[config.mk]
export PLATFORM = sky130hd
export DESIGN_NAME = mac_chain_pipe
export DESIGN_NICKNAME = d
export VERILOG_FILES = /design/src/rtl/mac_chain_pkg.sv /design/src/rtl/mac_issue_stage.sv /design/src/rtl/mac_mult_stage.sv /design/src/rtl/mac_accum_stage.sv /design/src/rtl/mac_chain_pipe.sv
export SDC_FILE = /design/constraint.sdc
export NUM_CORES = 1
export LEC_CHECK = 0
export BUFFER_PORTS_ARGS = -buffer_cell sky130_fd_sc_hd__buf_2
export CAP_MARGIN = 20
export CORE_ASPECT_RATIO = 1.4
export CORE_UTILIZATION = 58
export CTS_CLUSTER_DIAMETER = 30
export DETAILED_ROUTE_END_ITERATION = 10
export PLACE_DENSITY_LB_ADDON = 0.05
export SYNTH_ARGS = -nofsm -noshare
export SYNTH_HDL_FRONTEND = slang
export SYNTH_SLANG_ARGS = --single-unit
[constraint.sdc]
create_clock -name clk -period 5.65 [get_ports clk]
set_clock_uncertainty 0.05 [all_clocks]
set_input_delay 1.13 -clock clk [delete_from_list [all_inputs] [get_ports clk]]
set_output_delay 1.13 -clock clk [all_outputs]
set_load 0.01 [all_outputs]
[src/rtl/mac_chain_pkg.sv]
`timescale 1ns/1ps
package mac_chain_pkg;

    localparam int unsigned DEF_A_W   = 16;
    localparam int unsigned DEF_B_W   = 16;
    localparam int unsigned DEF_ACC_W = 40;

    // What a single issue slot carries into the first pipeline register
    typedef enum logic [1:0] {
        SLOT_BUBBLE = 2'd0,
        SLOT_DATA   = 2'd1,
        SLOT_FLUSH  = 2'd2
    } slot_kind_e;

    // Real data wins over a flush request; nothing at all is a bubble
    function automatic slot_kind_e classify_slot(input logic has_data, input logic wants_flush);
        if (has_data)
            return SLOT_DATA;
        else if (wants_flush)
            return SLOT_FLUSH;
        else
            return SLOT_BUBBLE;
    endfunction

    function automatic logic slot_moves(input slot_kind_e kind);
        return kind != SLOT_BUBBLE;
    endfunction

endpackage

[src/rtl/mac_issue_stage.sv]
`timescale 1ns/1ps
module mac_issue_stage
    import mac_chain_pkg::*;
#(
    parameter int unsigned A_W = DEF_A_W,
    parameter int unsigned B_W = DEF_B_W
) (
    input  logic                  clk,
    input  logic                  rst,
    input  logic                  in_valid,
    input  logic                  in_clear,
    input  logic signed [A_W-1:0] in_a,
    input  logic signed [B_W-1:0] in_b,
    input  logic                  drain,
    output logic                  adv,
    output logic                  s1_valid,
    output logic                  s1_clr,
    output logic signed [A_W-1:0] s1_a,
    output logic signed [B_W-1:0] s1_b
);

    typedef struct packed {
        logic                  valid;
        logic                  clr;
        logic signed [A_W-1:0] a;
        logic signed [B_W-1:0] b;
    } opnd_slot_t;

    slot_kind_e kind;
    opnd_slot_t slot_n;
    opnd_slot_t slot_q;

    always_comb begin
        kind   = classify_slot(in_valid, drain);
        adv    = slot_moves(kind);
        slot_n = '0;
        if (kind == SLOT_DATA) begin
            slot_n.valid = 1'b1;
            slot_n.clr   = in_clear;
            slot_n.a     = in_a;
            slot_n.b     = in_b;
        end
    end

    always_ff @(posedge clk) begin
        if (rst)
            slot_q <= '0;
        else if (adv)
            slot_q <= slot_n;
    end

    assign s1_valid = slot_q.valid;
    assign s1_clr   = slot_q.clr;
    assign s1_a     = slot_q.a;
    assign s1_b     = slot_q.b;


    drain_zero_slot_chk: assert property (@(posedge clk) disable iff (rst)
        (drain && !in_valid) |=> (!s1_valid && s1_a == '0 && s1_b == '0));


    data_over_drain_chk: assert property (@(posedge clk) disable iff (rst)
        (drain && in_valid) |=> (s1_valid && s1_a == $past(in_a) && s1_b == $past(in_b)));


    bubble_freeze_s1_chk: assert property (@(posedge clk) disable iff (rst)
        (!drain && !in_valid) |=> ($stable(s1_valid) && $stable(s1_a) && $stable(s1_b)));

endmodule

[src/rtl/mac_mult_stage.sv]
`timescale 1ns/1ps
module mac_mult_stage
    import mac_chain_pkg::*;
#(
    parameter int unsigned A_W = DEF_A_W,
    parameter int unsigned B_W = DEF_B_W,
    localparam int unsigned P_W = A_W + B_W
) (
    input  logic                  clk,
    input  logic                  rst,
    input  logic                  adv,
    input  logic                  s1_valid,
    input  logic                  s1_clr,
    input  logic signed [A_W-1:0] s1_a,
    input  logic signed [B_W-1:0] s1_b,
    output logic                  s2_valid,
    output logic                  s2_clr,
    output logic signed [P_W-1:0] s2_prod
);

    typedef struct packed {
        logic                  valid;
        logic                  clr;
        logic signed [P_W-1:0] prod;
    } prod_slot_t;

    logic signed [P_W-1:0] a_wide;
    logic signed [P_W-1:0] b_wide;
    prod_slot_t            prod_n;
    prod_slot_t            prod_q;

    always_comb begin
        a_wide       = P_W'(s1_a);
        b_wide       = P_W'(s1_b);
        prod_n.valid = s1_valid;
        prod_n.clr   = s1_clr;
        prod_n.prod  = a_wide * b_wide;
    end

    always_ff @(posedge clk) begin
        if (rst)
            prod_q <= '0;
        else if (adv)
            prod_q <= prod_n;
    end

    assign s2_valid = prod_q.valid;
    assign s2_clr   = prod_q.clr;
    assign s2_prod  = prod_q.prod;


    product_follows_operands_chk: assert property (@(posedge clk) disable iff (rst)
        adv |=> (s2_prod == P_W'($past(s1_a)) * P_W'($past(s1_b))));


    valid_moves_one_stage_chk: assert property (@(posedge clk) disable iff (rst)
        adv |=> (s2_valid == $past(s1_valid)));

endmodule

[src/rtl/mac_accum_stage.sv]
`timescale 1ns/1ps
module mac_accum_stage
    import mac_chain_pkg::*;
#(
    parameter int unsigned P_W   = 2 * DEF_A_W,
    parameter int unsigned ACC_W = DEF_ACC_W
) (
    input  logic                    clk,
    input  logic                    rst,
    input  logic                    adv,
    input  logic                    s2_valid,
    input  logic                    s2_clr,
    input  logic signed [P_W-1:0]   s2_prod,
    output logic signed [ACC_W-1:0] acc_q,
    output logic                    out_valid
);

    localparam int unsigned EXT_W = (ACC_W > P_W) ? (ACC_W - P_W) : 1;

    logic signed [ACC_W-1:0] prod_ext;
    logic signed [ACC_W-1:0] feedback;
    logic signed [ACC_W-1:0] sum_n;
    logic                    fold;

    generate
        if (ACC_W > P_W) begin : g_sign_extend
            assign prod_ext = {{EXT_W{s2_prod[P_W-1]}}, s2_prod};
        end else begin : g_same_width
            assign prod_ext = s2_prod;
        end
    endgenerate

    always_comb begin
        fold     = adv && s2_valid;
        feedback = s2_clr ? '0 : acc_q;
        sum_n    = feedback + prod_ext;
    end

    always_ff @(posedge clk) begin
        if (rst) begin
            acc_q     <= '0;
            out_valid <= 1'b0;
        end else begin
            out_valid <= fold;
            if (fold)
                acc_q <= sum_n;
        end
    end


    restart_sum_chk: assert property (@(posedge clk) disable iff (rst)
        (adv && s2_valid && s2_clr) |=> (acc_q == $past(prod_ext)));


    wrapping_add_chk: assert property (@(posedge clk) disable iff (rst)
        (adv && s2_valid && !s2_clr) |=> (acc_q == ACC_W'($past(acc_q) + $past(prod_ext))));


    bubble_hold_chk: assert property (@(posedge clk) disable iff (rst)
        !adv |=> (!out_valid && $stable(acc_q)));


    empty_slot_no_change_chk: assert property (@(posedge clk) disable iff (rst)
        (adv && !s2_valid) |=> (!out_valid && $stable(acc_q)));


    valid_marks_fold_chk: assert property (@(posedge clk) disable iff (rst)
        out_valid |-> $past(s2_valid));

endmodule

[src/rtl/mac_chain_pipe.sv]
`timescale 1ns/1ps
module mac_chain_pipe
    import mac_chain_pkg::*;
#(
    parameter int unsigned A_W   = DEF_A_W,
    parameter int unsigned B_W   = DEF_B_W,
    parameter int unsigned ACC_W = DEF_ACC_W,
    localparam int unsigned P_W  = A_W + B_W
) (
    input  logic                    clk,
    input  logic                    rst,
    input  logic                    in_valid,
    input  logic                    in_clear,
    input  logic signed [A_W-1:0]   in_a,
    input  logic signed [B_W-1:0]   in_b,
    input  logic                    drain,
    output logic signed [ACC_W-1:0] result,
    output logic                    out_valid
);

    logic                  adv;
    logic                  s1_valid;
    logic                  s1_clr;
    logic signed [A_W-1:0] s1_a;
    logic signed [B_W-1:0] s1_b;
    logic                  s2_valid;
    logic                  s2_clr;
    logic signed [P_W-1:0] s2_prod;

    mac_issue_stage #(.A_W(A_W), .B_W(B_W)) u_issue (
        .clk      (clk),
        .rst      (rst),
        .in_valid (in_valid),
        .in_clear (in_clear),
        .in_a     (in_a),
        .in_b     (in_b),
        .drain    (drain),
        .adv      (adv),
        .s1_valid (s1_valid),
        .s1_clr   (s1_clr),
        .s1_a     (s1_a),
        .s1_b     (s1_b)
    );

    mac_mult_stage #(.A_W(A_W), .B_W(B_W)) u_mult (
        .clk      (clk),
        .rst      (rst),
        .adv      (adv),
        .s1_valid (s1_valid),
        .s1_clr   (s1_clr),
        .s1_a     (s1_a),
        .s1_b     (s1_b),
        .s2_valid (s2_valid),
        .s2_clr   (s2_clr),
        .s2_prod  (s2_prod)
    );

    mac_accum_stage #(.P_W(P_W), .ACC_W(ACC_W)) u_accum (
        .clk       (clk),
        .rst       (rst),
        .adv       (adv),
        .s2_valid  (s2_valid),
        .s2_clr    (s2_clr),
        .s2_prod   (s2_prod),
        .acc_q     (result),
        .out_valid (out_valid)
    );


    reset_quiet_chk: assert property (@(posedge clk)
        rst |=> (result == '0 && !out_valid));


    full_pipe_latency_chk: assert property (@(posedge clk) disable iff (rst)
        (in_valid ##1 in_valid ##1 in_valid) |=> out_valid);

endmodule

Yosys cells after proc, flatten, opt, wreduce, memory -nomap -nowiden

Cells that the tools add are included.

Add/sub/neg operators: 1
Multiply operators: 1
Equality and inequality tests: 1
Muxes and demuxes: 4
Reduce and logical (&&, ||, !) cells: 2

Operators with widths:

| kind                                           | count |
|---|---|
| adder 40 x 32 -> 40 bit                        | 1 |
| 2-to-1 mux 40 bit                              | 1 |
| 2-to-1 mux 34 bit                              | 1 |
| multiplier 16 x 16 -> 32 bit                   | 1 |
| 2-to-1 mux 2 bit                               | 2 |
| == test 2 x 1 -> 1 bit (second input constant) | 1 |
| nonzero test 2 bit                             | 1 |
| logical AND 1 bit                              | 1 |

Flip-flop bits (word level): 109
Bits of input ports: 37
Logic and storage cells: 18

Depth between registers and ports, before layout

Gate-level depths: netlist of the first run.

Depth in word-level cells: 4
Gate-level depth with buffers: 25

Modules after synthesis

Synthesis of the first run repeated with hierarchy kept, for this count alone.

Cell total of the unflattened synthesis: 1,888
Area, all modules: 16,628.4 um^2

By module, submodules not included:

| module          | times used | cells an instance | area an instance (um^2) | sequential area each (um^2) |
|---|---|---|---|---|
| mac_mult_stage  | 1          | 1,209             | 11,004.3                | 680.7 |
| mac_accum_stage | 1          | 526               | 4,052.6                 | 820.8 |
| mac_issue_stage | 1          | 153               | 1,571.5                 | 680.7 |

Worst setup path after synthesis of the first run

Ideal clock, no wire load.

Kind: register to register
Start: register u_issue.slot_q, in the netlist u_issue.s1_b[8]
End: register u_mult.prod_q, in the netlist u_mult.s2_prod[27]
Setup time: 86 ps
Arrival: 5,844 ps
Path slack: -329 ps
Cell stages (with the launch flop): 25
Path buffers: 2
Clock period less this slack: 5,979 ps
Path through: dfxtp_1 clkbuf_1 clkbuf_1 nand2_1 fa_1 inv_1 fa_1 inv_1 fa_1 inv_1 fa_1 fa_1 inv_1 fa_1 inv_1 ha_1 a21oi_1 nand2_1 o22a_1 o31ai_2 o211a_1 nor3_1 o31ai_1 xor2_1 a211oi_1

Cells in the longest elaborated chain, start to end: 1

RTL lines:

| item                         | RTL line              | source |
|---|---|---|
| from (decl)                  | mac_issue_stage.sv:31 | `opnd_slot_t slot_q;` |
| from (signal assigned)       | mac_issue_stage.sv:49 | `slot_q <= slot_n;` |
| multiplier 16 x 16 -> 32 bit | mac_mult_stage.sv:37  | `prod_n.prod = a_wide * b_wide;` |
| to (signal assigned)         | mac_mult_stage.sv:44  | `prod_q <= prod_n;` |
| to (decl)                    | mac_mult_stage.sv:30  | `prod_slot_t prod_q;` |

No other way between the ends.
A chain may end at the register's enable or synchronous reset.

Worst setup path after layout of the first run

Start: register u_issue.slot_q, in the netlist u_issue.s1_b[4]
End: register u_mult.prod_q, in the netlist u_mult.s2_prod[24]

Same word-level chain as after synthesis.

==> impl_results.rst, run 1 <==
.. list-table::
   :header-rows: 1

   * - Metric
     - Value
   * - Peak VDD IR
     - ~120 uV
   * - Sequential power share
     - between 30% and 40%
   * - Clock insertion delay at the later pin of the skew report
     - approximately 370 ps
   * - Number of global-route vias before repair
     - 13,347
   * - Number of search-and-repair iterations in the first detailed-routing pass
     - 5
   * - Number of DRC markers in iteration 0
     - between 500 and 600
   * - Area growth, synth to finish
     - 16.88%
   * - Top fanout value on the critical path
     - 13
   * - First-pass GRT wire length
     - 67,750 um
   * - Total negative slack
     - -1014 ps
   * - Worst Tran Pin Value
     - around 850 ps
   * - Filler instances
     - between 2,000 and 2,500
   * - Die Y-Extent
     - between 150 and 200 um
   * - Fin crit share
     - 103.0%
   * - Violated checks
     - negative setup slack
   * - Placed Area
     - 17,690 um2
   * - All-layer global routing usage
     - a little under a third
   * - CTS tree
     - yes
   * - Worst Hold Slack
     - 411.6 ps
   * - Antenna cell count
     - 0
   * - Flip-flop and latch count after synthesis
     - 109
   * - # DRC
     - 0
   * - Total clock sinks
     - roughly 110
   * - Number of buffers inserted during clock tree synthesis
     - 9
   * - Count of antenna-violating nets left after detailed routing
     - 0
   * - Most frequent cells in the layout
     - 292 x inv_1, 250 x fa_1, 229 x nand2_1
   * - Layout cells sized above 1
     - a little under a fifth
   * - Library cell with the largest summed area after synthesis
     - fa_1
   * - Synthesized Nets
     - roughly 2,300
   * - Capture endpoint of the worst hold path
     - u_mult.s2_valid
   * - Final Setup Violations
     - 10
   * - Worst reg2reg path depth
     - 20
   * - Ports placed on the boundary
     - 78
   * - Cell Count Post-Placement
     - around 2,400
   * - Switching power
     - approximately 990 uW
   * - Deepest clock path buffer count
     - 2
   * - Leakage
     - ~9.4 nW
   * - Power share of the clock group
     - between 20% and 30%
   * - Hold path start
     - u_mult.s2_valid
   * - Fraction of synthesized cell area taken by the top area cell type
     - approximately 33%
   * - Worst Hold Depth
     - 2
   * - Number of nets at the end of the flow
     - 2,448
   * - Internal power
     - 1.667 mW
   * - Minimum clock period
     - a little under 6000 ps
   * - Type of the tightest min-delay check
     - reg2reg
   * - Most used DFF post-synth
     - dfxtp_1
   * - Category of the critical setup timing path
     - reg2reg
   * - Num rows
     - approximately 70
   * - Post-layout worst setup margin
     - -166.8 ps
   * - Clk pin slew, worst setup/hold paths
     - 80 ps
   * - Top achievable clock speed
     - 171.9 MHz
   * - Run status
     - complete, but fails checks
   * - Headroom to the max-slew limit
     - 43.10%
   * - Number of antenna violations at the first check in global routing
     - 1
   * - CP Data Arrival Time
     - just over 6000 ps
   * - Register-to-register setup slack
     - -170 ps
   * - Post-synthesis area per instance
     - about 8.6 um2
   * - Worst r2r src
     - u_issue.s1_b[4]
   * - Required time at the endpoint of the critical path
     - 5870 ps
   * - Sequential share of the synthesized area
     - between 10 and 15%
   * - Unrepaired setup endpoints after global routing
     - true
   * - Root buffer selected by CTS
     - clkbuf_16
   * - Floorplan die area
     - 28,100 um2
   * - Total wire length after detailed routing
     - ~43,000 um
   * - Synth async-reset ratio
     - 0%
   * - Total design power
     - around 2.7 mW
   * - Largest net degree at the start of global routing
     - between 60 and 70
   * - Post-Synthesis Cell Area
     - ~16,000 um2
   * - Cell count after synthesis
     - between 1,500 and 2,000
   * - Top area cells in the synthesized netlist
     - fa_1 33%, dfxtp_1 14%, ha_1 9.5%, inv_1 7.0%, nand2_1 5.5%
   * - Dpl ws
     - -420.9 ps
   * - Total number of vias
     - between 10,000 and 15,000
   * - Fin area
     - 18,590 um2
   * - Average vias per placed instance
     - 5.481
   * - Reg2reg end
     - u_mult.s2_prod[24]
   * - Overflow left after global routing
     - 0
   * - Most frequent standard cell in the layout excluding fill and tap cells
     - inv_1
   * - Cell area power density
     - approximately 140 nW/um2
   * - Overall die width
     - roughly 140 um
   * - Maximum level of the CTS H-tree
     - 3
   * - GP Congestion
     - about 0.96
   * - Ys Warns
     - 0
   * - # Max-Cap Violations
     - 0
   * - Startpoint type of the worst setup path
     - flop
   * - Wire length per cell
     - around 18 um
   * - HPWL after detailed placement
     - 34,700 um
   * - Count of pins over their slew limit
     - 0
   * - Final cell utilization of the core
     - just under 70%
   * - Number of synthesized flops with an enable pin
     - 0
   * - Part of the total power dissipated in combinational logic
     - slightly above 40%
   * - Net switching share of the total power
     - approximately 37%
   * - CORE AREA
     - 26,920 um2
   * - Setup crit end kind
     - flop
   * - Synth cell types
     - 70
   * - PortBufs
     - 77
   * - Post-cts hold buffer count
     - 0
   * - Final hold violations
     - 0
   * - Non-Filler Instances
     - 2,396
   * - Starting density of the core
     - 59.09%
==> area by class of cell <==
| cell class | count | area (um2) | share of cell area, % |
|---|---|---|---|
| clock buffer | 10 | 239.0 | 1.286 |
| clock inverter | 5 | 67.56 | 0.3635 |
| inverter | 298 | 1119 | 6.017 |
| multi-input combinational | 1361 | 12670 | 68.14 |
| sequential | 109 | 2256 | 12.14 |
| tap | 365 | 456.7 | 2.457 |
| timing repair buffer | 248 | 1784 | 9.598 |
==> registers in the layout, indices dropped and copies added (netlist names) <==
signal and count:
u_accum.acc_q 40, u_mult.s2_prod 32, u_issue.s1_a 16, u_issue.s1_b 16
u_accum.out_valid 1, u_issue.s1_clr 1, u_issue.s1_valid 1, u_mult.s2_clr 1
u_mult.s2_valid 1
==> cells by family (layout without fill, tap and decap cells) <==
family	after synthesis	in the layout	synth area share, %
AOI/OAI and AO/OA	299	299	11.97
xor gates and xnor gates	62	62	3.414
adders and majority gates	384	384	42.62
buffers and inverters	384	561	9.063
DFF	109	109	13.72
muxes	1	1	0.06294
and+or+nand+nor	615	615	19.14
==> worst max-delay path by stage <==
stage | start | endpoint | slack, ps | depth (start not counted)
floorplan | u_issue.s1_b[8] | u_mult.s2_prod[29] | 10 | 24
global placement | u_issue.s1_a[7] | u_mult.s2_prod[30] | -320 | 20
detailed placement | u_issue.s1_a[7] | u_mult.s2_prod[30] | -420 | 20
CTS | u_issue.s1_a[8] | u_mult.s2_prod[29] | -140 | 23
global route | u_issue.s1_a[5] | u_mult.s2_prod[28] | -350 | 21
finish | u_issue.s1_b[4] | u_mult.s2_prod[24] | -170 | 20
==> power groups by stage <==
stage	Sequential [mW]	Combinational [mW]	Clock (mW)
finish	0.883	1.08	0.687
global route	0.887	1.20	0.725
CTS	0.883	1.06	0.698
detailed placement	0.905	1.01	0
global placement	0.904	0.985	0
floorplan	0.873	0.681	0
==> per-layer routing <==
metal | wire, um | GRT usage [%] | vias up | share of wire [%]
li1 | - | - | 6200 | -
met1 | 16310 | 35.22 | 6504 | 38
met2 | 22850 | 58.24 | 303 | 53
met3 | 1428 | 3.603 | 123 | 3.3
met4 | 2444 | 17.05 | 2 | 5.7
met5 | 13 | 0 | - | 0.030
==> cells in the mapped netlist (3+ instances only) <==
cell type,instances
o31a_1,3
nand2b_1,6
a22o_1,3
nand3_1,21
ha_1,121
o211ai_1,3
inv_1,297
dfxtp_1,109
nor3_1,11
a211o_1,3
a41oi_1,3
o31ai_1,7
or3_1,7
or2_2,7
buf_1,4
nor2b_1,45
nor2_1,102
o21bai_1,7
xor2_1,14
o21a_1,9
fa_1,263
o21ai_0,11
a21o_1,42
a31o_2,4
xnor2_1,48
nor3b_1,32
a21oi_1,136
o21ai_1,15
a2111oi_0,3
a31oi_1,7
nand2_1,232
a211oi_1,18
clkbuf_1,82
and2_1,129
nand4_1,5
==> what timing repair did <==
action / in CTS / in global routing
setup buffers: 17 / 8
endpoints found under the setup margin: 19 / 18
gates resized for setup: 83 / 40
pin swaps: 36 / 45
==> critical path, cell delays in order (launching register included) <==
cell and delay, ps:
dfxtp_4 410, and2_1 190, fa_1 530, inv_1 50
fa_1 500, fa_1 440, fa_1 510, inv_1 60
fa_1 470, fa_1 590, ha_4 220, a21o_1 180
a21o_1 180, a21oi_2 190, o211ai_1 140, o211ai_1 270
a21oi_2 110, buf_4 160, buf_4 130, xnor2_1 110
a211oi_1 230
Power figures use the tool's default switching activity.
==> run 2: changes to the inputs <==
--- a/config.mk
+++ b/config.mk
@@ -8,7 +8,8 @@
 export BUFFER_PORTS_ARGS = -buffer_cell sky130_fd_sc_hd__buf_2
 export CAP_MARGIN = 20
 export CORE_ASPECT_RATIO = 1.4
-export CORE_UTILIZATION = 58
+export CORE_UTILIZATION = 59
+export CTS_BUF_LIST = sky130_fd_sc_hd__clkbuf_4 sky130_fd_sc_hd__clkbuf_8
 export CTS_CLUSTER_DIAMETER = 30
 export DETAILED_ROUTE_END_ITERATION = 10
 export PLACE_DENSITY_LB_ADDON = 0.05
==> impl_results.rst, run 2 (same netlist as run 1, synthesis figures left out) <==
.. list-table::
   :header-rows: 1

   * - Metric
     - Value
   * - Worst r2r src
     - u_issue.s1_b[1]
   * - CORE AREA
     - about 26,000 um2
   * - Final cell utilization of the core
     - a little over two thirds
   * - CTS tree
     - yes
   * - Total negative slack
     - -1195 ps
   * - Maximum level of the CTS H-tree
     - 3
   * - Number of nets at the end of the flow
     - ~2,400
   * - Worst Hold Slack
     - between 400 and 500 ps
   * - Launch point of the critical path
     - u_issue.s1_b[1]
   * - Leakage
     - around 9.3 nW
   * - Register cell area after layout
     - 2240 um2
   * - Number of DRC markers in iteration 0
     - about 590
   * - Layout cells sized above 1
     - between 15 and 20%
   * - Number of search-and-repair iterations in the first detailed-routing pass
     - 5
   * - GP Congestion
     - around 0.98
   * - # Max-Cap Violations
     - 0
   * - Cell area power density
     - around 140 nW/um2
   * - Number of global-route vias before repair
     - roughly 14,000
   * - Minimum clock period
     - a little under 6000 ps
   * - Category of the critical setup timing path
     - reg2reg
   * - Run status
     - complete, but fails checks
   * - Net switching share of the total power
     - roughly two fifths
   * - Required time at the endpoint of the critical path
     - between 5000 and 6000 ps
   * - Internal power
     - approximately 1.5 mW
   * - Clk pin slew, worst setup/hold paths
     - between 100 and 150 ps
   * - Reg with most FFs
     - u_accum.acc_q
   * - Deepest clock path buffer count
     - 2
   * - Num rows
     - 70
   * - Cell Count Post-Placement
     - around 2,300
   * - CP Data Arrival Time
     - 6100 ps
   * - Clock insertion delay at the later pin of the skew report
     - approximately 420 ps
   * - Post-layout worst setup margin
     - -203.9 ps
   * - Number of antenna violations at the first check in global routing
     - 1
   * - Total number of vias
     - about 13,000
   * - All-layer global routing usage
     - about 32%
   * - Part of the total power dissipated in combinational logic
     - between 40% and 50%
   * - Type of the tightest min-delay check
     - reg2reg
   * - # DRC
     - 0
   * - Largest net degree at the start of global routing
     - 69
   * - Most frequent standard cell in the layout excluding fill and tap cells
     - inv_1
   * - Fin crit share
     - 103.6%
   * - Area growth, synth to finish
     - 14.68%
   * - Average vias per placed instance
     - about 5.6
   * - Headroom to the max-slew limit
     - 35.26%
   * - Count of antenna-violating nets left after detailed routing
     - 0
   * - Setup crit end kind
     - flop
   * - Overall die width
     - 140.8 um
   * - Ports placed on the boundary
     - ~80
   * - Startpoint type of the worst setup path
     - flop
   * - Starting density of the core
     - roughly three fifths
   * - Total wire length after detailed routing
     - between 40,000 and 50,000 um
   * - Worst Tran Pin Value
     - about 970 ps
   * - Switching power
     - about 970 uW
   * - First-pass GRT wire length
     - slightly below 70,000 um
   * - Count of pins over their slew limit
     - 0
   * - Violated checks
     - negative setup slack
   * - Hold path start
     - u_mult.s2_prod[8]
   * - Filler instances
     - 2,148
   * - Final Setup Violations
     - 11
   * - Non-Filler Instances
     - ~2,300
   * - Final hold violations
     - 0
   * - Peak VDD IR
     - 122.5 uV
   * - Largest register FFs
     - 40
   * - Power share of the clock group
     - between 20 and 25%
   * - Post-cts hold buffer count
     - 0
   * - HPWL after detailed placement
     - 34,740 um
   * - Total clock sinks
     - 109
   * - Top achievable clock speed
     - about 170 MHz
   * - Overflow left after global routing
     - 0
   * - PortBufs
     - 77
   * - Number of buffers inserted during clock tree synthesis
     - 9
   * - Die Y-Extent
     - 196.3 um
   * - Unrepaired setup endpoints after global routing
     - true
   * - Total design power
     - 2.468 mW
   * - Most frequent cells in the layout
     - 287 x inv_1, 249 x fa_1, 229 x nand2_1
   * - Top fanout value on the critical path
     - 8
   * - Root buffer selected by CTS
     - clkbuf_8
   * - Wire length per cell
     - ~18 um
   * - Area of the multi-input gates
     - about 13,000 um2
   * - Floorplan die area
     - approximately 28,000 um2
   * - Sequential power share
     - roughly 36%
-- run 2: cell count changes in the layout (fill, tap and decap cells not counted), sizes merged --
cell / delta
inv: -2
diode: +1
clkinvlp: +1
buf: -19
-- run 2: metrics by stage --
| stage | setup WS, ps | instance area (um2) |
|---|---|---|
| detailed placement | -375.5 | 17590 |
| CTS | -147.3 | 18000 |
| global route | -387.3 | 18240 |
| global placement | -333.6 | 17590 |
| floorplan | 11.71 | 16060 |
| finish | -203.9 | 18240 |
-- run 2: power groups by stage --
stage	clock (mW)	sequential (mW)	combinational (mW)
5_1_grt	0.547	0.901	1.19
3_5_place_dp	0	0.911	1.01
4_1_cts	0.524	0.895	1.04
3_3_place_gp	0	0.910	0.978
2_1_floorplan	0	0.873	0.681
6_report	0.509	0.896	1.06
-- run 2: timing repair --
action | CTS | global route
resized for setup | 79 | 45
endpoints found under the setup margin | 19 | 19
buffers inserted | 13 | 8
pin swaps | 43 | 45
cloned | 0 | 0
-- run 2: final timing paths --
path	to	depth (start not counted)	slack, ps
max	u_mult.s2_prod[25]	22	-200
min	u_mult.s2_prod[8]	2	410
max reg2reg	u_mult.s2_prod[25]	22	-200
min reg2reg	u_mult.s2_prod[8]	2	410
-- run 2: layer usage --
layer / track usage (%) / vias to the layer above / share of wire, %
li1: - / 6156 / -
met1: 37.32 / 6570 / 39
met2: 59.92 / 290 / 53
met3: 3.320 / 107 / 3.2
met4: 15.06 / 0 / 4.7
met5: 0 / - / 0
-- run 2: area by class of cell --
class / instances / share of cell area (%)
multi-input cells: 1361 / 69.55
flip-flops and latches: 109 / 12.28
repair buffers: 229 / 8.795
inverters: 298 / 6.133
well taps: 324 / 2.223
clock buffers: 10 / 0.7203
clock inverters: 4 / 0.2813
diodes: 1 / 0.01372
-- run 2: worst max-delay path, cell delays in order, from the launching register on --
cell     delay, ps
dfxtp_4        390
buf_6          140
buf_4          160
and2_1         160
fa_1           480
fa_1           490
ha_1           220
fa_1           490
inv_1           60
fa_1           500
fa_1           490
inv_1           50
ha_1           290
buf_4          160
o32ai_2        280
nor2_2         100
o31ai_4        290
o211a_1        270
nor3_4          80
buf_4          160
o31a_1         230
a22oi_1        150
nor2_1          60
